$ cat src/rtl/kbd_pkg.sv
`timescale 1ns/1ps
package kbd_pkg;

    typedef enum logic [1:0] {
        ST_IDLE = 2'd0,
        ST_TAIL = 2'd1,
        ST_KEY  = 2'd2
    } kbd_state_e;

    localparam logic [7:0] CMD_RESET       = 8'h01;
    localparam logic [7:0] CMD_LAYOUT      = 8'h07;
    localparam logic [7:0] RSP_RESET_LEAD  = 8'hFF;
    localparam logic [7:0] RSP_RESET_TAIL  = 8'h05;
    localparam logic [7:0] RSP_LAYOUT_LEAD = 8'hFE;
    localparam logic [7:0] RSP_LAYOUT_TAIL = 8'h20;

endpackage

$ cat src/rtl/kbd_key_format.sv
`timescale 1ns/1ps
module kbd_key_format (
    input  logic [7:0] key_event,
    output logic [6:0] map_idx,
    input  logic [6:0] map_code,
    output logic [7:0] key_byte
);
    // Table index comes from the low bits; the release flag passes straight through.
    always_comb begin
        map_idx  = key_event[6:0];
        key_byte = {key_event[7], map_code};
    end
endmodule

$ cat src/rtl/kbd_cmd_fsm.sv
`timescale 1ns/1ps
module kbd_cmd_fsm
    import kbd_pkg::*;
(
    input  logic       clk,
    input  logic       rst_n,
    input  logic       cmd_valid,
    input  logic [7:0] cmd_byte,
    input  logic       key_valid,
    input  logic [7:0] key_byte,
    output logic       enq_valid,
    output logic [7:0] enq_byte,
    output kbd_state_e state_o
);
    kbd_state_e state_q, state_d;
    logic [7:0] tail_q;
    logic [7:0] hold_q;
    logic       hold_v;
    logic       cmd_hit;
    logic       is_reset_cmd;

    assign is_reset_cmd = (cmd_byte == CMD_RESET);
    assign cmd_hit      = cmd_valid && (is_reset_cmd || cmd_byte == CMD_LAYOUT);
    assign state_o      = state_q;

    // State register
    always_ff @(posedge clk or negedge rst_n) begin
        if (!rst_n) state_q <= ST_IDLE;
        else        state_q <= state_d;
    end

    // Next-state logic
    always_comb begin
        state_d = state_q;
        unique case (state_q)
            ST_IDLE: if (cmd_hit) state_d = ST_TAIL;
            ST_TAIL: state_d = (hold_v || key_valid) ? ST_KEY : ST_IDLE;
            ST_KEY:  state_d = ST_IDLE;
            default: state_d = ST_IDLE;
        endcase
    end

    // Pending reply tail and deferred key byte
    always_ff @(posedge clk or negedge rst_n) begin
        if (!rst_n) begin
            tail_q <= '0;
            hold_q <= '0;
            hold_v <= 1'b0;
        end else begin
            unique case (state_q)
                ST_IDLE: begin
                    if (cmd_hit) begin
                        tail_q <= is_reset_cmd ? RSP_RESET_TAIL : RSP_LAYOUT_TAIL;
                        if (key_valid) begin
                            hold_q <= key_byte;
                            hold_v <= 1'b1;
                        end
                    end
                end
                ST_TAIL: begin
                    if (key_valid && !hold_v) begin
                        hold_q <= key_byte;
                        hold_v <= 1'b1;
                    end
                end
                ST_KEY:  hold_v <= 1'b0;
                default: hold_v <= 1'b0;
            endcase
        end
    end

    // Output logic: one queue write per cycle at most
    always_comb begin
        enq_valid = 1'b0;
        enq_byte  = '0;
        unique case (state_q)
            ST_IDLE: begin
                if (cmd_hit) begin
                    enq_valid = 1'b1;
                    enq_byte  = is_reset_cmd ? RSP_RESET_LEAD : RSP_LAYOUT_LEAD;
                end else if (key_valid) begin
                    enq_valid = 1'b1;
                    enq_byte  = key_byte;
                end
            end
            ST_TAIL: begin
                enq_valid = 1'b1;
                enq_byte  = tail_q;
            end
            ST_KEY: begin
                enq_valid = 1'b1;
                enq_byte  = hold_q;
            end
            default: ;
        endcase
    end
endmodule

$ cat src/rtl/kbd_byte_queue.sv
`timescale 1ns/1ps
module kbd_byte_queue #(
    parameter int DEPTH = 256,
    localparam int AW = $clog2(DEPTH)
) (
    input  logic          clk,
    input  logic          rst_n,
    input  logic          push,
    input  logic [7:0]    push_byte,
    input  logic          pop,
    output logic [7:0]    pop_byte,
    output logic          not_empty,
    output logic [AW:0]   level
);
    localparam logic [AW:0] FULL_LVL = (AW+1)'(DEPTH);

    logic [7:0]    mem [DEPTH];
    logic [AW-1:0] wp, rp;
    logic [AW:0]   lvl_q, lvl_d;
    logic          push_ok, pop_ok, rdy_d;

    assign push_ok = push && (lvl_q != FULL_LVL);
    assign pop_ok  = pop  && (lvl_q != '0);
    assign level   = lvl_q;

    always_comb begin
        lvl_d = lvl_q + {{AW{1'b0}}, push_ok} - {{AW{1'b0}}, pop_ok};
        if (push_ok)  rdy_d = 1'b1;
        else if (pop) rdy_d = (lvl_d != '0);
        else          rdy_d = not_empty;
    end

    always_ff @(posedge clk) begin
        if (push_ok) mem[wp] <= push_byte;
    end

    always_ff @(posedge clk or negedge rst_n) begin
        if (!rst_n) begin
            wp        <= '0;
            rp        <= '0;
            lvl_q     <= '0;
            pop_byte  <= '0;
            not_empty <= 1'b0;
        end else begin
            if (push_ok) wp <= wp + 1'b1;
            if (pop_ok)  rp <= rp + 1'b1;
            if (pop)     pop_byte <= pop_ok ? mem[rp] : 8'h00;
            lvl_q     <= lvl_d;
            not_empty <= rdy_d;
        end
    end
endmodule

$ cat src/rtl/kbd_responder.sv
`timescale 1ns/1ps
module kbd_responder
    import kbd_pkg::*;
#(
    parameter int DEPTH = 256,
    localparam int AW = $clog2(DEPTH)
) (
    input  logic       clk,
    input  logic       rst_n,
    input  logic       cmd_valid,
    input  logic [7:0] cmd_byte,
    input  logic       key_valid,
    input  logic [7:0] key_event,
    output logic [6:0] map_idx,
    input  logic [6:0] map_code,
    input  logic       rd_en,
    output logic [7:0] rd_data,
    output logic       rx_ready
);
    logic [7:0]  key_byte;
    logic        enq_valid;
    logic [7:0]  enq_byte;
    kbd_state_e  fsm_state;
    logic [AW:0] q_level;

    kbd_key_format u_fmt (
        .key_event (key_event),
        .map_idx   (map_idx),
        .map_code  (map_code),
        .key_byte  (key_byte)
    );

    kbd_cmd_fsm u_fsm (
        .clk       (clk),
        .rst_n     (rst_n),
        .cmd_valid (cmd_valid),
        .cmd_byte  (cmd_byte),
        .key_valid (key_valid),
        .key_byte  (key_byte),
        .enq_valid (enq_valid),
        .enq_byte  (enq_byte),
        .state_o   (fsm_state)
    );

    kbd_byte_queue #(.DEPTH(DEPTH)) u_q (
        .clk       (clk),
        .rst_n     (rst_n),
        .push      (enq_valid),
        .push_byte (enq_byte),
        .pop       (rd_en),
        .pop_byte  (rd_data),
        .not_empty (rx_ready),
        .level     (q_level)
    );
endmodule

$ cat config.mk
export PLATFORM = sky130hd
export DESIGN_NAME = kbd_responder
export DESIGN_NICKNAME = d
export VERILOG_FILES = /design/src/rtl/kbd_pkg.sv /design/src/rtl/kbd_key_format.sv /design/src/rtl/kbd_cmd_fsm.sv /design/src/rtl/kbd_byte_queue.sv /design/src/rtl/kbd_responder.sv
export SDC_FILE = /design/constraint.sdc
export NUM_CORES = 2
export LEC_CHECK = 0
export ABC_AREA = 1
export CAP_MARGIN = 20
export CELL_PAD_IN_SITES_DETAIL_PLACEMENT = 1
export CELL_PAD_IN_SITES_GLOBAL_PLACEMENT = 1
export CORE_MARGIN = 4
export CORE_UTILIZATION = 51
export DETAILED_ROUTE_END_ITERATION = 12
export GPL_TIMING_DRIVEN = 0
export PLACE_DENSITY_LB_ADDON = 0.2
export SYNTH_ARGS = -nofsm -noshare
export SYNTH_HDL_FRONTEND = slang
export SYNTH_SLANG_ARGS = --single-unit
$ cat constraint.sdc
create_clock -name clk -period 14.4 [get_ports clk]
set_input_delay 2.88 -clock clk [delete_from_list [all_inputs] [get_ports clk]]
set_output_delay 2.88 -clock clk [all_outputs]
set_load 0.03 [all_outputs]
Word level (Yosys, flattened, before mapping)
Memory sizes are Yosys's and may differ from the RTL's.
Cells that the tools add are included.

storage, ports and cells
  bits in writable memories = 2048
  bits in registers = 53
  word-level logic and storage cells = 62
  latch bits = 0
  memories kept = 1
  output and inout port bits = 16
  ROM bits = 0
  bits of input ports = 28

operators by class
  div/mod/pow operators = 0
  shift-type cells = 0
  reductions and logical operators = 16
  bitwise gates (word level) = 0
  multipliers = 0
  order comparisons = 0
  mux-type cells = 24
  equality and inequality tests = 8
  add/subtract/negate cells = 4

memories
  memory   words  width  read ports  clocked after Yosys merged registers in  wr ports  line                  RTL
  u_q.mem  256    8      1           0                                        1         kbd_byte_queue.sv:17  logic [7:0] mem [DEPTH];

operators by type and width
  cell                                                                   count
  8-bit 2-to-1 mux                                                       6
  8-bit case mux with 3 select lines                                     1
  9-bit nonzero test                                                     2
  8-bit by 1-bit adder with 8-bit output, second input constant          2
  8-bit case mux with 2 select lines                                     1
  1-bit 2-to-1 mux                                                       10
  9-bit by 1-bit adder with 9-bit output                                 1
  9-bit != test, second input constant                                   1
  9-bit by 1-bit subtractor with 9-bit output                            1
  8-bit by 1-bit equality test with 1-bit output, second input constant  1
  8-bit by 3-bit equality test with 1-bit output, second input constant  1
  6-bit 2-to-1 mux                                                       1
  1-bit logical AND                                                      4
  2-bit 2-to-1 mux                                                       2
  2-bit by 1-bit != test with 1-bit output, second input constant        2
  1-bit case mux with 2 select lines                                     2
  2-bit case mux with 2 select lines                                     1
  4-bit AND reduction                                                    1
  2-bit nonzero test                                                     2
  3-bit AND reduction                                                    1
  2-bit by 1-bit equality test with 1-bit output, second input constant  1
  2-bit equality test, second input constant                             1
  2-bit logical NOT                                                      1
  1-bit logical OR                                                       2
  other kinds (4)                                                        4

Logic depth before layout (Yosys ltp)
  depth in word-level cells = 11
  gate-level depth with buffers = 24
  gate-level depth less buffers = 23

Hierarchy
A second synthesis with hierarchy kept.

unflattened totals
  cell total of the unflattened synthesis = 8193
  area, all modules = 88512.4 µm²

modules (own cells, without submodules)
  module          cells each  area each (µm²)  instances  sequential area each (µm²)
  kbd_byte_queue  8064        87541.5          1          62349.8
  kbd_cmd_fsm     114         858.3            1          325.3
  kbd_key_format  15          112.6            1          0.0

Worst setup path before layout
OpenSTA, ideal clock, no wires.

  kind = input to register
  start = input cmd_byte[3]
  end = memory u_q.mem[0][7], data pin
  data required time = 12.669 ns
  arrival time = 10.416 ns
  path buffers = 0
  setup time = 1.731 ns
  cell stages on the path = 7
  path slack = 2.253 ns
  path through = nor2_1 > nand3_1 > a21oi_1 > nand2_1 > inv_2 > nand2_2 > a31oi_1

between the ends
  cells in the longest elaborated chain, start to end = 5
  elaborated cells on any way between the ends = 6
  classes of those cells = eq/ne: 2; mux: 2; reduce/logical: 2

ends and longest elaborated chain
  element                                                                                                                  line                                  RTL
  from (decl)                                                                                                              kbd_responder.sv:11                   input logic [7:0] cmd_byte,
  8-bit by 1-bit equality test with 1-bit output / 8-bit by 3-bit equality test with 1-bit output (equally long branches)  kbd_cmd_fsm.sv:22, kbd_cmd_fsm.sv:23
  1-bit logical OR *                                                                                                       kbd_cmd_fsm.sv:23                     assign cmd_hit = cmd_valid && (is_reset_cmd || cmd_byte == CMD_LAYOUT);
  1-bit logical AND *                                                                                                      kbd_cmd_fsm.sv:23
  8-bit 2-to-1 mux *                                                                                                       kbd_cmd_fsm.sv:78                     if (cmd_hit) begin
  8-bit case mux with 3 select lines *                                                                                     kbd_cmd_fsm.sv:76                     unique case (state_q)
  via enq_byte[7]                                                                                                          kbd_responder.sv:22                   logic [7:0] enq_byte;
  to (decl)                                                                                                                kbd_byte_queue.sv:17

Mark *: on every way through the listed nets, which the timed path passes. The rest lies on a longest branch.

Worst setup path in the final report
  start = input key_event[5]
  end = output map_idx[5]

RTL lines
  element      line                 RTL
  from (decl)  kbd_responder.sv:13  input logic [7:0] key_event,
  to (decl)    kbd_responder.sv:14  output logic [6:0] map_idx,

No word-level cell between the ends.

==> results.py <==
metrics = {
    "cts": {
        "cts_tree": "done",
        "root_buffer": "clkbuf_16",
        "clk_latency_ns": 0.92,
        "cts_setup_buffers": 0,
        "ctsResizeCount": 0,
        "clkSlewWorstSetupHoldPaths_ns": 0.07,
        "numCtsBuffers": 215,
        "cts_hold_buf": 0,
        "htree_levels": 4,
        "numClockSinks": 2095,
        "cts_buffer_depth": 3,
    },
    "timing": {
        "fin_tns_setup_ns": 0,
        "fin_crit_sh": 0.451,
        "rsz0062_at_grt": "false",
        "hold_violations": 0,
        "relSlewSlack": 0.0924,
        "max_freq_ghz": 0.154,
        "skew_ns": 0.0501,
        "setup_violations": 0,
        "worst-slew-pin-transition_ns": 1.36,
        "fin_crit_ns": 6.49,
        "drv_slew": 0,
    },
    "yosys": {
        "syn_avg_cell_area_um2": 11.0,
        "synth_seq_cells": 2095,
        "synth_cell_types": 41,
        "synth_top_family_by_area": "simple AND/OR/NAND/NOR gates",
        "synth_cells": 8016,
        "synth-edff-count": 2048,
        "synth_top_area_frac": 0.696,
        "synth.most_common_cell": "edfxtp_1",
        "yosys.area_share.simple": 0.179,
        "yosysWarningCount": 0,
        "synth-xor-area-share": 0.00198,
        "seq_area_frac_synth": 0.710,
        "synth_flop_cell": "edfxtp_1",
        "muxShareOfSynthArea": 0.000765,
        "synthTopCellsByCount": "edfxtp_1, nand2_1, nor2_1",
        "synth.area.top_cells": "edfxtp_1, nand2_1, nor2_1, nand3_1, o21ai_0",
        "yosysTopAreaCell": "edfxtp_1",
        "synth_fp_nets": 8066,
        "synth_compound_area_frac": 0.0539,
        "async_flop_share": 0.0224,
        "netlist_area_um2": 88300,
        "synth_fa_ha_area_frac": 0.00320,
    },
    "layout": {
        "drive_gt1_frac": 0.0916,
        "final_area_um2": 102000,
        "final_nets": 8520,
        "areaGrowthSynthToFinish_pct": 15.0,
    },
    "detailed_routing": {
        "wl_per_cell_um": 38.4,
        "avgViaCountPerCell": 6.53,
        "dr.pass1.iters": 7,
        "first_iter_violations": 12134,
        "drcViolationCount": 0,
        "drtAntennaViolNets": 0,
        "drt-total-wl_um": 421000,
        "vias": 71659,
    },
    "pwr": {
        "p_sw_mw": 11.7,
        "power.internal_mw": 12.9,
        "p_per_area_nw_per_um2": 242,
        "leakagePower_nw": 38.3,
        "seq_power_share": 0.305,
        "p_total_mw": 24.6,
        "clockPowerShare": 0.228,
        "power_frac_comb": 0.467,
        "switching_share": 0.475,
        "ir_drop_uv": 163,
    },
    "floorplanning": {
        "io_pins": 44,
        "die_area_um2": 180000,
        "core_area_um2": 172000,
        "start_util": 0.514,
        "die_h_um": 424,
        "num_rows": 152,
        "die_w_um": 424,
    },
    "worst_hold_path": {
        "hold_class": "reg -> reg",
    },
    "status": {
        "status": "finished clean",
    },
    "worst_setup_path": {
        "max_stage_delay_ns": 0.66,
        "slowest_stage": "clkdlybuf4s50_1",
        "cp.required_ns": 11.52,
        "cp-start-kind": "input pin",
        "crit_arrival_ns": 3.61,
        "crit_type": "in -> out",
        "end_kind": "output port",
        "crit_family": "buffers and inverters",
        "worstPathMaxFanout": 1,
        "crit_buf_inv": 2,
        "path_cells": "buf_4 > clkdlybuf4s50_1",
    },
    "grt": {
        "grt_overflow": 0,
        "gr-usage-all-layers": 0.460,
        "grt_first_pass_wirelength_um": 562000,
        "antenna_found_initial": 31,
        "grt_pass1_vias": 70917,
        "grt_max_degree": 130,
    },
    "job": {
        "maxCapViolations": 0,
    },
    "placement": {
        "io_buffers": 36,
        "dp_hpwl_um": 299000,
        "postPlaceCellArea_um2": 94100,
        "gp_congestion": 1.03,
    },
}
through the flow:
step	setup WS, ns	hold slack (ns)	cells	utilization
final	7.91	0.486	10976	0.591
after global routing	7.87	0.516	10962	0.590
after CTS	7.90	0.492	10905	0.587
after detailed placement	7.22	0.479	10510	0.547
after global placement	-9.44	0.463	10362	0.533
after floorplan	2.25	0.453	8016	-
worst reg2reg max path: cells and delay by family, from the launching register on:
family                 cells  cell delay [ns]
DFF                        1             0.35
and+or+nand+nor            8             1.73
AOI/OAI and AO/OA          2             0.72
buffers and inverters      4             2.31
worst paths after layout:
check | endpoint | from | cells past startpoint | slack (ns)
min | u_q.pop_byte[3]$_DFFE_PN0P_ | u_q.pop_byte[3]$_DFFE_PN0P_ | 2 | 0.49
max in group asynchronous | u_q.rp[6]$_DFFE_PN0N_ | rst_n | 1 | 11.61
min in group asynchronous | u_q.level[0]$_DFF_PN0_ | rst_n | 1 | 2.06
min reg2reg | u_q.pop_byte[3]$_DFFE_PN0P_ | u_q.pop_byte[3]$_DFFE_PN0P_ | 2 | 0.49
max | map_idx[5] | key_event[5] | 2 | 7.91
max reg2reg | u_q.pop_byte[3]$_DFFE_PN0P_ | u_q.rp[1]$_DFFE_PN0N_ | 14 | 9.18
state kept, by name (all words and copies together) (netlist names):
| register | count |
|---|---|
| u_q.wp | 8 |
| u_q.level | 9 |
| u_fsm.state_o | 2 |
| u_fsm.hold_v | 1 |
| u_q.pop_byte | 8 |
| u_fsm.hold_q | 8 |
| u_fsm.tail_q | 2 |
| u_q.rp | 8 |
| u_q.not_empty | 1 |
| u_q.mem | 2048 |
logic make-up (layout without fill, tap and decap cells):
kind of cell | after synthesis | after routing
compound gates | 889 | 889
simple gates | 3986 | 3986
fa+ha+maj | 22 | 22
xor+xnor | 20 | 20
flops | 2095 | 2095
mux | 6 | 6
buf+inv | 998 | 1630
other cells | 0 | 18
metal layers:
| layer | track usage | share of wire |
|---|---|---|
| met2 | 0.659 | 0.42 |
| met3 | 0.150 | 0.13 |
| met1 | 0.559 | 0.33 |
| met5 | 0.00699 | 0.00098 |
| met4 | 0.403 | 0.11 |
final cells by class:
cell class / instances / area [µm²]
timing repair buffer: 237 / 3350
buffer: 471 / 2520
fill: 18131 / 70400
inverter: 527 / 1990
sequential: 2095 / 62700
clock buffer: 276 / 5690
clock inverter: 119 / 1140
multi-input combinational: 4923 / 21200
tap: 2310 / 2890
antenna: 18 / 45.0
cell usage in the layout, fill, tap and decap left out, drive strengths merged:
cell and instances:
edfxtp 2048, nand2 2037, nor2 1359, o21ai 645, nand3 566, inv 524
buf 489, clkbuf 460, a21oi 117, o211ai 115, clkinv 94, dfrtp 47
clkdlybuf4s50 35, ha 21, xor2 19, diode 18, bufinv 17, nand4 17
clkinvlp 11, a31oi 8, mux2 6, a221oi 3, nor3 2, nand3b 1
xnor2 1, nor3b 1, and3 1, or2 1, o21a 1, nor4 1
fa 1
power groups by stage:
stage          Clock (mW)  Sequential (mW)  Combinational (mW)
2_1_floorplan           0             7.91                4.70
3_3_place_gp            0             8.31                9.83
3_5_place_dp            0             7.62                10.6
4_1_cts              5.56             7.49                10.7
5_1_grt              5.84             7.50                11.5
6_report             5.62             7.50                11.5
Power figures use the tool's default switching activity.
